File: src/rtl/blkxlat_pkg.sv
package blkxlat_pkg;
  localparam int WORD_W = 32;
  typedef logic [WORD_W-1:0] word_t;

  localparam word_t LEN_SPAN    = 32'h0FFE_0000;
  localparam word_t OFS_BITS    = 32'h0001_FFFF;
  localparam word_t UP_KEEP_LO  = 32'h0000_1FFF;
  localparam word_t LO_KEEP_LO  = 32'h0000_007B;

  function automatic word_t blk_mask(input word_t up);
    return (up << 15) & LEN_SPAN;
  endfunction

  function automatic word_t upper_fold(input word_t v);
    return (v & UP_KEEP_LO) | (v & ~OFS_BITS & ~blk_mask(v));
  endfunction

  function automatic word_t lower_fold(input word_t lo, input word_t msk);
    return (lo & LO_KEEP_LO) | (lo & ~OFS_BITS & ~msk);
  endfunction

  function automatic logic base_match(input word_t up, input word_t ea);
    return (ea & ~OFS_BITS & ~blk_mask(up)) == (up & ~OFS_BITS);
  endfunction

  function automatic logic mode_valid(input word_t up, input logic user);
    return user ? up[0] : up[1];
  endfunction

  function automatic word_t translate(input word_t up, input word_t lo, input word_t ea);
    return (lo & ~OFS_BITS) | (ea & (blk_mask(up) | OFS_BITS));
  endfunction
endpackage

File: src/rtl/blkxlat_bank.sv
module blkxlat_bank
  import blkxlat_pkg::*;
#(
  parameter int N_ENT = 4,
  localparam int IDX_W = $clog2(N_ENT)
) (
  input  logic             clk,
  input  logic             rst_n,
  input  logic             wr_en,
  input  logic             wr_upper,
  input  logic [IDX_W-1:0] wr_idx,
  input  word_t            wr_data,
  output word_t            upper_q [N_ENT],
  output word_t            lower_q [N_ENT]
);
  logic upper_take;
  logic lower_take;

  assign upper_take = wr_en && wr_upper && (wr_data != upper_q[wr_idx]);
  assign lower_take = wr_en && !wr_upper;

  always_ff @(posedge clk) begin
    if (!rst_n) begin
      for (int k = 0; k < N_ENT; k++) begin
        upper_q[k] <= '0;
        lower_q[k] <= '0;
      end
    end else if (upper_take) begin
      upper_q[wr_idx] <= upper_fold(wr_data);
      lower_q[wr_idx] <= lower_fold(lower_q[wr_idx], blk_mask(wr_data));
    end else if (lower_take) begin
      lower_q[wr_idx] <= wr_data;
    end
  end

  for (genvar k = 0; k < N_ENT; k++) begin : g_chk
    // lower word takes the written value verbatim
    assert_lower_verbatim_R2: assert property (@(posedge clk) disable iff (!rst_n)
      (lower_take && wr_idx == IDX_W'(k)) |=> lower_q[k] == $past(wr_data));
    // stored upper word carries no bits 16:13 and no masked base bits
    assert_upper_clean_R3: assert property (@(posedge clk) disable iff (!rst_n)
      (upper_take && wr_idx == IDX_W'(k)) |=>
        ((upper_q[k] & 32'h0001_E000) == '0) && ((upper_q[k] & blk_mask(upper_q[k])) == '0));
    // paired lower word loses masked bits and bits outside the keep set
    assert_lower_refit_R4: assert property (@(posedge clk) disable iff (!rst_n)
      (upper_take && wr_idx == IDX_W'(k)) |=>
        ((lower_q[k] & 32'h0001_FF84) == '0) && ((lower_q[k] & blk_mask(upper_q[k])) == '0));
    // rewriting the stored upper value changes nothing
    assert_same_value_R5: assert property (@(posedge clk) disable iff (!rst_n)
      (wr_en && wr_upper && !upper_take && wr_idx == IDX_W'(k)) |=>
        ($stable(upper_q[k]) && $stable(lower_q[k])));
  end
endmodule

File: src/rtl/blkxlat_match.sv
module blkxlat_match
  import blkxlat_pkg::*;
#(
  parameter int N_ENT = 4,
  localparam int IDX_W = $clog2(N_ENT)
) (
  input  logic             clk,
  input  logic             rst_n,
  input  word_t            upper [N_ENT],
  input  word_t            lower [N_ENT],
  input  word_t            ea,
  input  logic             user,
  output logic             hit,
  output logic [IDX_W-1:0] entry,
  output word_t            pa,
  output logic [1:0]       prot
);
  logic [N_ENT-1:0] ent_hit;
  logic [IDX_W-1:0] sel;

  for (genvar k = 0; k < N_ENT; k++) begin : g_ent
    assign ent_hit[k] = base_match(upper[k], ea) && mode_valid(upper[k], user);
  end

  always_comb begin
    sel = '0;
    for (int e = N_ENT - 1; e >= 0; e--) begin
      if (ent_hit[e]) sel = IDX_W'(e);
    end
  end

  assign hit   = |ent_hit;
  assign entry = hit ? sel : '0;
  assign pa    = hit ? translate(upper[sel], lower[sel], ea) : '0;
  assign prot  = hit ? lower[sel][1:0] : 2'b00;

  // a reported hit always has the valid bit of the current mode
  assert_mode_valid_R7: assert property (@(posedge clk) disable iff (!rst_n)
    hit |-> (user ? upper[entry][0] : upper[entry][1]));
  // the in-block offset passes straight through
  assert_offset_pass_R8: assert property (@(posedge clk) disable iff (!rst_n)
    hit |-> pa[16:0] == ea[16:0]);
  // no lower-numbered entry also hits
  assert_lowest_wins_R9: assert property (@(posedge clk) disable iff (!rst_n)
    hit |-> (ent_hit[entry] && ((ent_hit & ((N_ENT'(1) << entry) - N_ENT'(1))) == '0)));
  // miss drives all result fields to zero
  assert_miss_zero_R10: assert property (@(posedge clk) disable iff (!rst_n)
    !hit |-> (pa == '0 && prot == 2'b00 && entry == '0));
endmodule

File: src/rtl/blkxlat_regs.sv
module blkxlat_regs
  import blkxlat_pkg::*;
#(
  parameter int N_ENT = 4,
  localparam int IDX_W = $clog2(N_ENT)
) (
  input  logic             clk,
  input  logic             rst_n,
  input  logic             wr_en,
  input  logic             wr_side,
  input  logic             wr_upper,
  input  logic [IDX_W-1:0] wr_idx,
  input  logic [31:0]      wr_data,
  input  logic [31:0]      i_ea,
  input  logic             i_user,
  output logic             i_hit,
  output logic [IDX_W-1:0] i_entry,
  output logic [31:0]      i_pa,
  output logic [1:0]       i_prot,
  input  logic [31:0]      d_ea,
  input  logic             d_user,
  output logic             d_hit,
  output logic [IDX_W-1:0] d_entry,
  output logic [31:0]      d_pa,
  output logic [1:0]       d_prot
);
  localparam int N_SIDE = 2;

  word_t            up_q   [N_SIDE][N_ENT];
  word_t            lo_q   [N_SIDE][N_ENT];
  word_t            ea_s   [N_SIDE];
  logic             user_s [N_SIDE];
  logic             hit_s  [N_SIDE];
  logic [IDX_W-1:0] ent_s  [N_SIDE];
  word_t            pa_s   [N_SIDE];
  logic [1:0]       prot_s [N_SIDE];

  assign ea_s[0]   = i_ea;
  assign ea_s[1]   = d_ea;
  assign user_s[0] = i_user;
  assign user_s[1] = d_user;

  for (genvar s = 0; s < N_SIDE; s++) begin : g_side
    logic side_wr;
    assign side_wr = wr_en && (wr_side == s[0]);

    blkxlat_bank #(.N_ENT(N_ENT)) u_bank (
      .clk      (clk),
      .rst_n    (rst_n),
      .wr_en    (side_wr),
      .wr_upper (wr_upper),
      .wr_idx   (wr_idx),
      .wr_data  (wr_data),
      .upper_q  (up_q[s]),
      .lower_q  (lo_q[s])
    );

    blkxlat_match #(.N_ENT(N_ENT)) u_match (
      .clk   (clk),
      .rst_n (rst_n),
      .upper (up_q[s]),
      .lower (lo_q[s]),
      .ea    (ea_s[s]),
      .user  (user_s[s]),
      .hit   (hit_s[s]),
      .entry (ent_s[s]),
      .pa    (pa_s[s]),
      .prot  (prot_s[s])
    );

    for (genvar k = 0; k < N_ENT; k++) begin : g_iso
      // a write aimed at the other side leaves this side's entries alone
      assert_side_isolate_R6: assert property (@(posedge clk) disable iff (!rst_n)
        (wr_en && (wr_side != s[0])) |=> ($stable(up_q[s][k]) && $stable(lo_q[s][k])));
    end
  end

  assign i_hit   = hit_s[0];
  assign i_entry = ent_s[0];
  assign i_pa    = pa_s[0];
  assign i_prot  = prot_s[0];
  assign d_hit   = hit_s[1];
  assign d_entry = ent_s[1];
  assign d_pa    = pa_s[1];
  assign d_prot  = prot_s[1];
endmodule

File: config.mk
export PLATFORM = sky130hd
export DESIGN_NAME = blkxlat_regs
export DESIGN_NICKNAME = d
export VERILOG_FILES = /design/src/rtl/blkxlat_pkg.sv /design/src/rtl/blkxlat_bank.sv /design/src/rtl/blkxlat_match.sv /design/src/rtl/blkxlat_regs.sv
export SDC_FILE = /design/constraint.sdc
export NUM_CORES = 1
export LEC_CHECK = 0
export ABC_AREA = 1
export BUFFER_PORTS_ARGS = -buffer_cell sky130_fd_sc_hd__buf_2
export CAP_MARGIN = 0
export CELL_PAD_IN_SITES_DETAIL_PLACEMENT = 1
export CELL_PAD_IN_SITES_GLOBAL_PLACEMENT = 2
export CORE_MARGIN = 5
export CORE_UTILIZATION = 32
export DETAILED_ROUTE_END_ITERATION = 16
export HOLD_SLACK_MARGIN = 0.08
export PLACE_DENSITY_LB_ADDON = 0.2
export SLEW_MARGIN = 0
export SYNTH_ARGS = -nofsm -noshare
export SYNTH_HDL_FRONTEND = slang
export SYNTH_SLANG_ARGS = --single-unit
File: constraint.sdc
create_clock -name clk -period 2.82 [get_ports clk]
set_input_delay 0.141 -clock clk [delete_from_list [all_inputs] [get_ports clk]]
set_output_delay 0.141 -clock clk [all_outputs]
set_load 0.01 [all_outputs]
* Yosys cells after proc, flatten, opt, wreduce, memory -nomap -nowiden
Cells that the tools add are included.
** Word-level totals
- Flip-flop bits (word level) :: 512
- Input port bits :: 105
- Output and inout bits :: 74
- Word-level logic and storage cells :: 141
** Operators by class
- $lt $le $gt $ge :: 4
- Bitwise logic cells :: 31
- Multiplexer cells :: 58
- Equality and inequality tests :: 10
- Reductions and logical operators :: 22
** Operator list (number)
- $bwmux 128 :: 6
- $bmux 32 s2 :: 8
- $mux 128 :: 4
- $mux 32 :: 15
- $and 32x32->32 :: 11
- $not 28->32 :: 9
- $eq 32x32->1 :: 8
- $and 32x28->32 :: 2
- $demux 32 s2 :: 1
- $ne 32x32->1 :: 2
- $or 32x32->32 :: 2
- $or 7x32->32 :: 2
- $mux 13 :: 4
- $or 13x32->32 :: 1
- $mux 2 :: 12
- $logic_and 1x1->1 :: 17
- $ge 3x3->1 const B :: 3
- $not 2->3 :: 3
- $mux 1 :: 8
- $reduce_or 4->1 :: 2
- $reduce_bool 2->1 :: 2
- $lt 3x1->1 const B :: 1
- $logic_not 1->1 :: 1
- $not 1->1 :: 1

* Depth between registers and ports, before layout
- Depth in word-level cells :: 15
- Depth in mapped cells :: 21
- Depth with buffers taken out :: 18

* By module
Synthesis repeated with hierarchy kept, for this count alone.
** Unflattened totals
- Cell total of the unflattened synthesis :: 5856
- Area total of the unflattened synthesis :: 33011.7 sq um
** Modules (own cells, without submodules)
- blkxlat_bank :: instances 2, cells each 2167, area an instance 12991.2 sq um
- blkxlat_match :: instances 2, cells each 759, area an instance 3505.9 sq um
- blkxlat_regs :: instances 1, cells each 4, area an instance 17.5 sq um

* Worst setup path after synthesis
Ideal clock, no wire load.
- Path type :: input port to output port
- From :: in i_ea[22]
- To :: out i_pa[20]
- Buffers on the path :: 3
- Cell stages on the path :: 15
- Slack :: 0.611 ns
- Data required time :: 2.679 ns
- Data arrival time :: 2.068 ns
- Cells stage by stage :: clkbuf_1 > inv_1 > o21ai_0 > nand2_1 > nor2_1 > nand2_1 > nor2_1 > nand2_1 > o21ai_0 > inv_1 > nor2_1 > buf_2 > buf_1 > o211ai_1 > a21oi_1
** Between the ends
- Word-level cells in the longest chain between the ends :: 14
- Elaborated cells between the ends (all ways) :: 27
- Classes of those cells :: 4 x eq/ne; 11 x mux; 7 x bitwise; 5 x reduce/logical
** Ends and longest elaborated chain
- start, declared :: line blkxlat_regs.sv:14 : input logic [31:0] i_ea,
- $and 32x32->32 :: line blkxlat_pkg.sv:23 : return (ea & ~OFS_BITS & ~blk_mask(up)) == (up & ~OFS_BITS);
- $eq 32x32->1 :: line blkxlat_pkg.sv:23
- $logic_and 1x1->1 :: line blkxlat_match.sv:22 : assign ent_hit[k] = base_match(upper[k], ea) && mode_valid(upper[k], user);
- $mux 2 (4 in a row) :: line blkxlat_match.sv:28 : if (ent_hit[e]) sel = IDX_W'(e);
- $not 2->3 (not written as such) :: line blkxlat_match.sv:34 : assign pa = hit ? translate(upper[sel], lower[sel], ea) : '0;
- $bmux 32 s2 :: line blkxlat_match.sv:34
- $mux 13 (not written as such) (2 in a row) :: line blkxlat_match.sv:34
- $and 32x28->32 :: line blkxlat_pkg.sv:31 : return (lo & ~OFS_BITS) | (ea & (blk_mask(up) | OFS_BITS));
- $or 32x32->32 :: line blkxlat_pkg.sv:31
- $mux 32 * :: line blkxlat_match.sv:34
- end, declared :: line blkxlat_regs.sv:18 : output logic [31:0] i_pa,
Mark *: on every way between the ends. The rest lies on a longest branch, timed or not. The select of a mux whose other input is x is not followed.

* Final worst setup path
- From :: reg g_side[0].u_bank.upper_q[38] in the netlist's numbering
- To :: out i_pa[26]
** Between the ends
- Word-level cells in the longest chain between the ends :: 14
- Elaborated cells between the ends (all ways) :: 18
- Classes of those cells :: 1 x eq/ne; 10 x mux; 5 x bitwise; 2 x reduce/logical
** Ends and longest elaborated chain
- start, declared :: line blkxlat_bank.sv:13 : output word_t upper_q [N_ENT],
- start signal, assigned by index :: line blkxlat_bank.sv:29 : upper_q[wr_idx] <= upper_fold(wr_data);
- $not 28->32 * :: line blkxlat_pkg.sv:23
- $and 32x32->32 * :: line blkxlat_pkg.sv:23
- $eq 32x32->1 * :: line blkxlat_pkg.sv:23
- $logic_and 1x1->1 * :: line blkxlat_match.sv:22
- $mux 2 (3 in a row) :: line blkxlat_match.sv:28
- $not 2->3 (not written as such) :: line blkxlat_match.sv:34
- $bmux 32 s2 :: line blkxlat_match.sv:34
- $mux 13 (not written as such) (2 in a row) :: line blkxlat_match.sv:34
- $and 32x28->32 :: line blkxlat_pkg.sv:31
- $or 32x32->32 :: line blkxlat_pkg.sv:31
- $mux 32 * :: line blkxlat_match.sv:34
Marked as above.

==> flow_metrics.py <==
metrics = {
    "clock_tree": {
        "tritoncts": "built",
        "cts.sinks": 360,
        "clk_pin_slew_ns": 0.06,
        "htree_num_levels": 2,
        "clock-root-buffer": "clkbuf_16",
        "numCtsBuffers": 49,
        "clock_latency_ns": 0.61,
        "cts_buffer_depth": 3,
    },
    "floorplan": {
        "initial_utilization_pct": 32.14,
        "fp-row-count": 101,
        "die_h_um": 285.7,
        "die_w_um": 285.7,
        "die_area_um2": 81630,
        "core_um2": 75700,
        "io_pins": 179,
    },
    "placement": {
        "dp_hpwl_um": 102400,
        "gp_congestion": 0.9679,
        "io_buffers": 178,
        "pre_cts_slack_ns": -0.1816,
    },
    "timing": {
        "slew_headroom_pct": 48.75,
        "worst_slew_pin_slew_ns": 0.7688,
        "finalCriticalPeriod_ns": 3.081,
        "rsz0062_at_grt": "true",
        "max_freq_mhz": 324.5,
        "finalCritPeriodShare_pct": 109.3,
        "setup_viol": 60,
        "postLayoutSetupSlackWorst_ns": -0.2614,
        "fin_worst_skew_ns": 0.04169,
        "drv_slew": 0,
        "whs_ns": 0.1034,
        "finalHoldViolCount": 0,
        "fin_setup_tns_ns": -7.052,
    },
    "worst_setup_path": {
        "worstPathBufferInverterCount": 5,
        "critPathRequiredTime_ns": 2.68,
        "cpMostUsedCell": "nand2_1",
        "cpPeakStageDelay_ns": 0.34,
        "critPathTopFamily": "simple AND/OR/NAND/NOR gates",
        "path_cells": "inv_2, nand2_1, nand2_1, nand2_1, nor2_2, nand2_1, nor2_2, nand2_2, o21ai_4, nand3_4, buf_12, buf_12, a21oi_4, o21ai_2, a21oi_2, buf_4, buf_6",
        "start_kind": "flop",
        "crit_fanout": 5,
        "worstSetupPathType": "reg2out",
        "cp_slowest_cell": "dfxtp_2",
        "end_kind": "output pin",
        "cp.arrival_ns": 2.94,
    },
    "pwr": {
        "vdd.ir_drop.worst_v": 0.0004507,
        "p_per_area_nw_per_um2": 406.6,
        "power_mw": 13.71,
        "cellLeakagePower_nw": 16.16,
    },
    "routing": {
        "drt_wl_total_um": 140300,
        "viasPerCell": 5.309,
        "ant_nets": 0,
        "drt_iter0_drc": 2749,
        "dr.pass1.iters": 5,
        "drc": 0,
        "route.vias.total": 31210,
        "routedWlPerCell_um": 23.86,
    },
    "synth": {
        "synth_seq_cells": 360,
        "synth.avg_cell_area_um2": 5.487,
        "syn_nets": 4538,
        "netlist_area_um2": 24330,
        "synth.distinct_cells": 31,
        "yosys_warnings": 0,
        "syn_inst": 4433,
        "ys_seq_area_share_pct": 29.63,
    },
    "status": {
        "outcome": "finished with violations",
        "violations": "negative setup slack",
    },
    "final_layout": {
        "final_common_cell": "nand2_1",
        "drive_gt1_share_pct": 24.84,
        "postLayoutCoreUtil_pct": 44.55,
        "final_cell_mix": "nand2_1, nor2_1, inv_1, buf_4, dfxtp_1",
        "n_fill_cell": 10180,
        "areaGrowthSynthToFinish_pct": 38.63,
        "nNetsFinal": 4973,
    },
    "global_routing": {
        "top_usage_layer": "met2",
        "grt_pass1_vias": 30930,
        "grt_overflow": 0,
        "gr-usage-all-layers_pct": 32.60,
        "use_met1_pct": 44.39,
        "grt_max_degree": 137,
        "grt_pass1_wl_um": 201900,
        "grtUsageMet2_pct": 53.59,
        "grt_antenna_before_repair": 5,
        "use_met3_pct": 4.486,
    },
    "run": {
        "max-cap-violations": 0,
    },
    "worst_hold_path": {
        "hold_class": "in2reg",
    },
}
-- sequential cells by signal (all words and copies together) (netlist names) --
| name | count |
|---|---|
| g_side.u_bank.lower_q | 136 |
| g_side.u_bank.upper_q | 224 |
-- layout make-up --
class | count | area [um^2] | share of cell area, %
flip-flops and latches | 360 | 7330 | 21.73
diodes | 1 | 2.502 | 0.007421
multi-input cells | 3320 | 15910 | 47.17
repair buffers | 629 | 5752 | 17.06
well taps | 978 | 1224 | 3.629
clock buffers | 73 | 1478 | 4.382
inverters | 508 | 1942 | 5.758
clock inverters | 9 | 88.84 | 0.2634
-- path summary, 6_finish.rpt --
check	cells after the start	end	startpoint	slack, ns
max	17	i_pa[26]	g_side[0].u_bank.upper_q[38]	-0.26
min	3	g_side[1].u_bank.upper_q[102]	rst_n	0.10
max reg2reg	20	g_side[1].u_bank.upper_q[26]	g_side[1].u_bank.upper_q[58]	0.18
min reg2reg	2	g_side[0].u_bank.upper_q[102]	g_side[0].u_bank.upper_q[102]	0.47
-- per-layer routing --
metal	up-vias	routed length (um)
li1	14630	-
met1	15210	61390
met2	1079	63450
met3	284	9695
met4	6	5703
met5	-	28
-- logic make-up (layout without fill, tap and decap cells) --
| family | Yosys count | in the layout | synth area share (%) |
|---|---|---|---|
| xor gates and xnor gates | 32 | 32 | 1.152 |
| buffers and inverters | 753 | 1219 | 12.17 |
| DFF | 360 | 360 | 29.63 |
| and+or+nand+nor | 2739 | 2739 | 45.06 |
| AOI/OAI and AO/OA | 549 | 549 | 11.99 |
| other | 0 | 1 | 0 |
-- power breakdown --
part           switching (mW)  internal (mW)
clock network            2.61           3.67
registers              0.0743           5.19
logic                    1.49          0.671
-- stage by stage --
stage	instances	cell area, um^2
floorplan	4433	24330
global placement	5684	28590
detailed placement	5684	28590
CTS	5852	32420
global route	5877	33720
finish	5878	33720
-- cell usage after synthesis --
cell type	number	area, um^2
a221oi_1	11	96.34
o21ai_0	176	880.8
inv_1	504	1892
nand2_1	1672	6276
nor2_1	648	2432
o211ai_1	15	112.6
nor4_1	1	6.260
nor3_1	15	75.07
buf_1	37	138.9
dfxtp_1	360	7207
nand4_1	23	143.9
nor3b_1	3	22.52
o221ai_1	9	78.83
and2_1	4	25.02
nand3_2	2	20.02
inv_2	3	11.26
clkinv_1	1	3.750
xnor2_1	13	113.9
o22ai_1	33	206.5
clkbuf_1	108	405.4
xor2_1	19	166.4
nand2_2	1	6.260
buf_4	4	30.03
nor2b_1	2	12.51
or2_2	6	37.54
nand3_1	327	1637
buf_2	96	480.5
nand2_4	1	11.26
nand3b_1	34	255.2
a22oi_1	6	45.04
a21oi_1	299	1496
-- repair_timing --
| action | 4_1_cts | 5_1_grt |
|---|---|---|
| pin swaps | 76 | 122 |
| setup buffers | 58 | 26 |
| gates resized for setup | 462 | 313 |
| gates cloned | 16 | 8 |
| hold buffers | 16 | 0 |
| endpoints found under the hold margin | 80 | 0 |
| endpoints found under the setup margin | 73 | 392 |
-- tightest hold or removal path, cell delays in order --
cell,delay (ns)
buf_4,0.12
inv_6,0.18
a21oi_1,0.20
Note: power is estimated with default switching activity, not from simulation.
